[src/rtl/prio_irq_pkg.sv]
package prio_irq_pkg;

  typedef enum logic [2:0] {
    ST_IDLE,
    ST_BASE,
    ST_CASC,
    ST_MODE,
    ST_RUN
  } init_st_e;

  localparam logic [1:0] ADDR_CMD  = 2'd0;
  localparam logic [1:0] ADDR_DATA = 2'd1;
  localparam logic [1:0] ADDR_TRIG = 2'd2;

  localparam logic [7:0] CMD_SEL_IRR = 8'h0A;
  localparam logic [7:0] CMD_SEL_ISR = 8'h0B;
  localparam logic [4:0] CMD_EOI_TAG = 5'b01100;

  localparam int unsigned START_BIT  = 4;
  localparam int unsigned SINGLE_BIT = 1;
  localparam int unsigned MODEW_BIT  = 0;
  localparam int unsigned AEOI_BIT   = 1;

endpackage

[src/rtl/prio_irq_cfg.sv]
module prio_irq_cfg
  import prio_irq_pkg::*;
#(
  parameter int unsigned DW = 8
) (
  input  logic          clk_i,
  input  logic          rst_ni,
  input  logic          cmd_wr_i,
  input  logic          data_wr_i,
  input  logic [DW-1:0] wdata_i,
  output logic          ready_o,
  output logic          init_start_o,
  output logic          mask_wr_o,
  output logic [DW-1:0] base_o,
  output logic          aeoi_o
);

  init_st_e      st_q, st_d;
  logic          single_q, want_mode_q, aeoi_q;
  logic [DW-1:0] base_q;
  logic          start;

  assign start = cmd_wr_i && wdata_i[START_BIT];

  always_comb begin
    st_d = st_q;
    if (start) begin
      st_d = ST_BASE;
    end else if (data_wr_i) begin
      unique case (st_q)
        ST_BASE: st_d = single_q ? (want_mode_q ? ST_MODE : ST_RUN) : ST_CASC;
        ST_CASC: st_d = want_mode_q ? ST_MODE : ST_RUN;
        ST_MODE: st_d = ST_RUN;
        default: st_d = st_q;
      endcase
    end
  end

  always_ff @(posedge clk_i or negedge rst_ni) begin
    if (!rst_ni) begin
      st_q        <= ST_IDLE;
      single_q    <= 1'b0;
      want_mode_q <= 1'b0;
      aeoi_q      <= 1'b0;
      base_q      <= '0;
    end else begin
      st_q <= st_d;
      if (start) begin
        single_q    <= wdata_i[SINGLE_BIT];
        want_mode_q <= wdata_i[MODEW_BIT];
        aeoi_q      <= 1'b0;
      end else if (data_wr_i && st_q == ST_BASE) begin
        base_q <= wdata_i;
      end else if (data_wr_i && st_q == ST_MODE) begin
        aeoi_q <= wdata_i[AEOI_BIT];
      end
    end
  end

  assign ready_o      = (st_q == ST_RUN);
  assign init_start_o = start;
  assign mask_wr_o    = data_wr_i && (st_q == ST_RUN);
  assign base_o       = base_q;
  assign aeoi_o       = aeoi_q;


  mode_then_run_chk: assert property (@(posedge clk_i) disable iff (!rst_ni)
    (st_q == ST_MODE && data_wr_i && !start) |=> ready_o);


  start_leaves_run_chk: assert property (@(posedge clk_i) disable iff (!rst_ni)
    start |=> !ready_o);

endmodule

[src/rtl/prio_irq_req.sv]
module prio_irq_req #(
  parameter int unsigned N_IN = 8
) (
  input  logic            clk_i,
  input  logic            rst_ni,
  input  logic [N_IN-1:0] irq_i,
  input  logic [N_IN-1:0] level_i,
  input  logic [N_IN-1:0] ack_clr_i,
  output logic [N_IN-1:0] irr_o
);

  for (genvar g = 0; g < N_IN; g++) begin : g_in
    logic prev_q, irr_q;

    always_ff @(posedge clk_i or negedge rst_ni) begin
      if (!rst_ni) begin
        prev_q <= 1'b0;
        irr_q  <= 1'b0;
      end else begin
        prev_q <= irq_i[g];
        if (level_i[g])                  irr_q <= irq_i[g];
        else if (irq_i[g] && !prev_q)    irr_q <= 1'b1;
        else if (ack_clr_i[g])           irr_q <= 1'b0;
      end
    end

    assign irr_o[g] = irr_q;


    edge_latch_chk: assert property (@(posedge clk_i) disable iff (!rst_ni)
      (!level_i[g] && irq_i[g] && !prev_q) |=> irr_q);


    level_follow_chk: assert property (@(posedge clk_i) disable iff (!rst_ni)
      level_i[g] |=> (irr_q == $past(irq_i[g])));
  end

endmodule

[src/rtl/prio_irq_arb.sv]
module prio_irq_arb #(
  parameter int unsigned N_IN  = 8,
  parameter int unsigned IDX_W = $clog2(N_IN)
) (
  input  logic [N_IN-1:0]  irr_i,
  input  logic [N_IN-1:0]  mask_i,
  input  logic [N_IN-1:0]  isr_i,
  output logic             win_vld_o,
  output logic [IDX_W-1:0] win_idx_o
);

  logic [N_IN-1:0] elig;
  int              lim;

  always_comb begin
    elig = irr_i & ~mask_i;
    lim  = N_IN;
    for (int i = N_IN - 1; i >= 0; i--) begin
      if (isr_i[i]) lim = i;
    end
    win_vld_o = 1'b0;
    win_idx_o = '0;
    for (int i = N_IN - 1; i >= 0; i--) begin
      if (elig[i] && i < lim) begin
        win_vld_o = 1'b1;
        win_idx_o = IDX_W'(i);
      end
    end
  end

endmodule

[src/rtl/prio_irq_ctrl.sv]
module prio_irq_ctrl
  import prio_irq_pkg::*;
#(
  parameter int unsigned N_IN      = 8,
  parameter int unsigned DW        = 8,
  parameter logic [7:0]  TRIG_KEEP = 8'hF8
) (
  input  logic            clk_i,
  input  logic            rst_ni,
  input  logic            wr_i,
  input  logic [1:0]      addr_i,
  input  logic [DW-1:0]   wdata_i,
  output logic [DW-1:0]   rdata_o,
  input  logic [N_IN-1:0] irq_i,
  input  logic            inta_i,
  output logic            int_o,
  output logic [DW-1:0]   vec_o,
  output logic            vec_vld_o
);

  localparam int unsigned IDX_W    = $clog2(N_IN);
  localparam int unsigned SPUR_IDX = N_IN - 1;
  localparam logic [N_IN-1:0] KEEP = TRIG_KEEP[N_IN-1:0];

  logic            cmd_wr, data_wr, trig_wr;
  logic            ready, init_start, mask_wr, aeoi;
  logic [DW-1:0]   base;
  logic [N_IN-1:0] irr, mask_q, trig_q, isr_q;
  logic [N_IN-1:0] ack_set, eoi_clr;
  logic            win_vld, take, sel_isr_q, eoi_hit;
  logic [IDX_W-1:0] win_idx;
  logic [DW-1:0]   vec_q;
  logic            vec_vld_q;

  assign cmd_wr  = wr_i && addr_i == ADDR_CMD;
  assign data_wr = wr_i && addr_i == ADDR_DATA;
  assign trig_wr = wr_i && addr_i == ADDR_TRIG;

  prio_irq_cfg #(.DW(DW)) u_cfg (
    .clk_i       (clk_i),
    .rst_ni      (rst_ni),
    .cmd_wr_i    (cmd_wr),
    .data_wr_i   (data_wr),
    .wdata_i     (wdata_i),
    .ready_o     (ready),
    .init_start_o(init_start),
    .mask_wr_o   (mask_wr),
    .base_o      (base),
    .aeoi_o      (aeoi)
  );

  prio_irq_req #(.N_IN(N_IN)) u_req (
    .clk_i    (clk_i),
    .rst_ni   (rst_ni),
    .irq_i    (irq_i),
    .level_i  (trig_q),
    .ack_clr_i(ack_set),
    .irr_o    (irr)
  );

  prio_irq_arb #(.N_IN(N_IN), .IDX_W(IDX_W)) u_arb (
    .irr_i    (irr),
    .mask_i   (mask_q),
    .isr_i    (isr_q),
    .win_vld_o(win_vld),
    .win_idx_o(win_idx)
  );

  assign int_o   = ready && win_vld;
  assign take    = inta_i && int_o;
  assign ack_set = take ? (N_IN'(1) << win_idx) : '0;
  assign eoi_hit = cmd_wr && !wdata_i[START_BIT] && wdata_i[7:3] == CMD_EOI_TAG;
  assign eoi_clr = eoi_hit ? (N_IN'(1) << wdata_i[2:0]) : '0;

  always_ff @(posedge clk_i or negedge rst_ni) begin
    if (!rst_ni) begin
      isr_q <= '0;
    end else if (init_start) begin
      isr_q <= '0;
    end else begin
      isr_q <= (isr_q & ~eoi_clr) | (aeoi ? '0 : ack_set);
    end
  end

  always_ff @(posedge clk_i or negedge rst_ni) begin
    if (!rst_ni) begin
      mask_q    <= '1;
      trig_q    <= '0;
      sel_isr_q <= 1'b0;
    end else begin
      if (mask_wr) mask_q <= wdata_i[N_IN-1:0];
      if (trig_wr) trig_q <= wdata_i[N_IN-1:0] & KEEP;
      if (cmd_wr && wdata_i == CMD_SEL_IRR) sel_isr_q <= 1'b0;
      if (cmd_wr && wdata_i == CMD_SEL_ISR) sel_isr_q <= 1'b1;
    end
  end

  always_ff @(posedge clk_i or negedge rst_ni) begin
    if (!rst_ni) begin
      vec_q     <= '0;
      vec_vld_q <= 1'b0;
    end else begin
      vec_vld_q <= inta_i;
      if (inta_i) vec_q <= base + (take ? DW'(win_idx) : DW'(SPUR_IDX));
    end
  end

  assign vec_o     = vec_q;
  assign vec_vld_o = vec_vld_q;

  always_comb begin
    unique case (addr_i)
      ADDR_CMD:  rdata_o = sel_isr_q ? DW'(isr_q) : DW'(irr);
      ADDR_DATA: rdata_o = DW'(mask_q);
      ADDR_TRIG: rdata_o = DW'(trig_q);
      default:   rdata_o = '0;
    endcase
  end


  ack_vld_chk: assert property (@(posedge clk_i) disable iff (!rst_ni)
    inta_i |=> vec_vld_o);


  spur_isr_chk: assert property (@(posedge clk_i) disable iff (!rst_ni)
    (inta_i && !int_o && !cmd_wr) |=> (isr_q == $past(isr_q)));


  aeoi_no_isr_chk: assert property (@(posedge clk_i) disable iff (!rst_ni)
    (aeoi && inta_i) |=> ((isr_q & ~$past(isr_q)) == '0));


  nest_chk: assert property (@(posedge clk_i) disable iff (!rst_ni)
    int_o |-> ((isr_q & ((N_IN'(2) << win_idx) - N_IN'(1))) == '0));


  win_unmasked_chk: assert property (@(posedge clk_i) disable iff (!rst_ni)
    int_o |-> (irr[win_idx] && !mask_q[win_idx]));


  mask_hold_chk: assert property (@(posedge clk_i) disable iff (!rst_ni)
    !ready |=> (mask_q == $past(mask_q)));

endmodule

[config.mk]
export PLATFORM = sky130hd
export DESIGN_NAME = prio_irq_ctrl
export DESIGN_NICKNAME = d
export VERILOG_FILES = /design/src/rtl/prio_irq_pkg.sv /design/src/rtl/prio_irq_cfg.sv /design/src/rtl/prio_irq_req.sv /design/src/rtl/prio_irq_arb.sv /design/src/rtl/prio_irq_ctrl.sv
export SDC_FILE = /design/constraint.sdc
export NUM_CORES = 1
export LEC_CHECK = 0
export ABC_AREA = 0
export BUFFER_PORTS_ARGS = -buffer_cell sky130_fd_sc_hd__buf_2
export CORE_MARGIN = 1
export CORE_UTILIZATION = 52
export DETAILED_ROUTE_END_ITERATION = 6
export GPL_ROUTABILITY_DRIVEN = 1
export GPL_TIMING_DRIVEN = 0
export PLACE_DENSITY = 0.87
export SLEW_MARGIN = 15
export SYNTH_ARGS = -nofsm -noshare
export SYNTH_HDL_FRONTEND = slang
export SYNTH_SLANG_ARGS = --single-unit
[constraint.sdc]
create_clock -name clk_i -period 2.9 [get_ports clk_i]
set_input_delay 0 -clock clk_i [delete_from_list [all_inputs] [get_ports clk_i]]
set_output_delay 0 -clock clk_i [all_outputs]
set_load 0.01 [all_outputs]
==> qor.csv <==
metric,value,unit
outcome,"complete, but fails checks",
violations,negative setup slack,
ys.flop_type,dfrtp_1,
hp-start,wdata_i[6],
finalSetupViolCount,1,
slowest_delay,480,ps
drtIter0Drc,340,
grt_start_max_net_pins,62,
finalInstanceArea,4040,um2
clkTransAtPathRegs,70,ps
ys_top_cells_by_area,"dfrtp_1 42%, mux2_2 8.6%, dfstp_2 6.7%",
wl_per_cell,19.2,um
antenna_left,0,
layout-drive-gt1-share,31.0,%
min_path_type,input port to flop,
synth-seq-cells,61,
clock-sinks,61,
rows,27,
met3_usage,6.29,%
ir_worst_vdd,577,uV
vias,2832,
cts_buffers,9,
powerDensity,1060,nW/um2
r2r_setup_slack,-40,ps
cp_data_arrival_time,3160,ps
dpl.cell_count,421,
worstSetupEndpointType,flop,
grt_pass1_wl,13400,um
ys_seq_area_share,48.8,%
cellLeakagePower,1.77,nW
dieArea,6360,um2
timing.fmax,0.341,GHz
vias_per_cell,6.09,
layout_setup_ws,-35.1,ps
worstMarginPinSlew,907,ps
path_cells,"or3_4, o32ai_4, nor2_4, o211ai_1, nand3_1, ha_2, fa_2, a21oi_2, nor2b_2, nand3_1, xor2_1, a21oi_1",
rr_worst_depth,12,
timing.rr.start,isr_q[1],
async_reset_ff_share,100,%
synth.avg_cell_area,10.1,um2
slew-limit-headroom,39.3,%
crit_fanout,7,
total_power,0.00429,W
crit_slowest_cell,dfrtp_2,
initial_utilization,55.4,%
synth_cells,312,
use_met2,43.4,%
fin_crit_sh,101,%
grt_pass1_vias,2766,
final_core_util,71.2,%
gp_congestion,1.01,
cts.htree.levels,3,
multi_input_area,1620,um2
drc,0,
synth_edf_count,0,
critPathRequiredTime,3130,ps
cp-start-kind,flop,
core,5680,um2
netlist_area,3150,um2
ys_types,49,
grt-ovfl-total,0,
totalWireLength,8950,um
antenna_cells,0,
hold_path_end,u_cfg.base_o[6],
crit_family,simple AND/OR/NAND/NOR gates,
final-seq-area,1540,um2
grt_antenna_before_repair,0,
num-fill-cells,393,
cts_tree,built,
clk_latency,350,ps
cts_root_buffer,clkbuf_8,
period_minus_slack,2940,ps
synth_nets,338,
drv_cap,0,
critPathBufInv,0,
yosysTopAreaCellShare,42.2,%
grtUsageMet1,36.8,%
cts_buffer_depth,2,
hold_viol,0,
hpwl,5350,um
yosys_warnings,0,
cpMostUsedCell,nand3_1,
placed_area,3420,um2
die_width,79.8,um
stdcell_count,465,
nets,414,
synthToLayoutAreaGrowth,28.5,%
drt_pass1_iterations,6,
whs_path_depth,2,
grtUsageTotal,28.6,%
fin_skew,7.29,ps
whs,18.2,ps
rr_endpoint,vec_o[6],
final_max_slew_viol_count,0,
busiest_layer,met2,
path_class,flop to flop,
die_h,79.8,um
io_buffers,37,
synth_area_leader_cell,dfrtp_1,
io_pins,40,
[worst reg2reg max path: cells and delay by family (launching register included)]
kind            cells  cell delay (ps)
flops               1              480
simple gates        5              830
fa+ha+maj           2              610
compound gates      4              720
xor+xnor            1              170
[how the worst max path moves through the flow]
stage / end / cells after the start / startpoint
after floorplan: vec_o[6] / 13 / isr_q[0]
after global placement: vec_o[6] / 13 / isr_q[0]
after detailed placement: vec_o[6] / 13 / isr_q[0]
after CTS: vec_o[6] / 13 / isr_q[0]
after global routing: vec_o[6] / 12 / isr_q[1]
final: vec_o[6] / 12 / isr_q[1]
[cells in the final DEF, fill, tap and decap left out, types with 3 or more instances in the layout]
cell           instances
o211ai_1               6
bufinv_16              3
xnor2_1                5
mux2i_1                9
dfrtp_1               52
dfstp_2                8
buf_4                 15
nand2_1               24
nand3b_1               3
nand3_1                7
o31ai_1                4
nor2b_1                7
clkbuf_8              11
inv_1                 14
nor3_1                 6
clkbuf_1              10
buf_2                 36
nor3b_1                3
mux2_2                24
nor2_1                29
o21ai_0               16
a21oi_1               23
nand4_1                3
dlygate4sd3_1         15
nand2b_1               6
[cells in the mapped netlist (all sizes together), types with 2 or more instances]
library cell,instances
a21boi,2
a21o,2
a21oi,25
a2bb2oi,2
a31oi,4
and2,2
and3,2
clkbuf,10
dfrtp,53
dfstp,8
ha,3
inv,14
mux2,24
mux2i,9
nand2,24
nand2b,6
nand3,7
nand3b,4
nand4,3
nor2,30
nor2b,8
nor3,7
nor3b,4
nor4b,2
o211a,2
o211ai,6
o21ai,20
o31ai,4
or2,2
or3,2
or4,2
xnor2,5
[cell type report]
| class | count | share of cell area [%] |
|---|---|---|
| Buffer | 10 | 1.11 |
| Clock buffer | 12 | 3.84 |
| Clock inverter | 4 | 2.35 |
| Inverter | 14 | 1.30 |
| Multi-Input combinational cell | 226 | 40.2 |
| Sequential cell | 61 | 38.0 |
| Tap cell | 72 | 2.23 |
| Timing Repair Buffer | 66 | 11.0 |
[power breakdown]
| part | switching (W) | internal (W) | total [W] |
|---|---|---|---|
| logic | 0.000980 | 0.000929 | 0.00191 |
| clock network | 0.000341 | 0.000617 | 0.000958 |
| registers | 0.000264 | 0.00115 | 0.00142 |
[cell families (layout without fill, tap and decap cells)]
family / after synthesis / count (layout) / synth area share, %
adders and majority gates: 4 / 4 / 1.83
muxes: 33 / 33 / 11.5
DFF: 61 / 61 / 48.8
buffers and inverters: 25 / 106 / 3.22
AOI/OAI and AO/OA: 76 / 76 / 15.6
xor gates and xnor gates: 6 / 6 / 1.67
and+or+nand+nor: 107 / 107 / 17.4
[per-layer routing]
layer	share of wire, %	vias to the layer above
li1	-	1275
met4	4.7	0
met2	47	155
met5	0	-
met1	41	1358
met3	7.8	44
[registers in the layout (all words and copies together), names as in the netlist, 3 cells and up]
register,count
isr_q,8
u_cfg.base_o,8
vec_o,8
u_req.g_in.prev_q,8
u_cfg.st_q,3
u_req.g_in.irr_q,8
trig_q,5
mask_q,8
[metrics by stage]
step,setup WS [ps],TNS [ps]
CTS,2.88,0
global placement,-241,-463
global route,-83.9,-137
finish,-35.1,-35.1
floorplan,56.1,0
detailed placement,-359,-927
[timing repair]
item,CTS,global route
buffers inserted,7,7
resized for setup,12,13
endpoints found under the setup margin,5,5
endpoints found under the hold margin,82,0
pin swaps,8,12
hold buffers,15,0
Note: power is estimated with default switching activity, not from simulation.
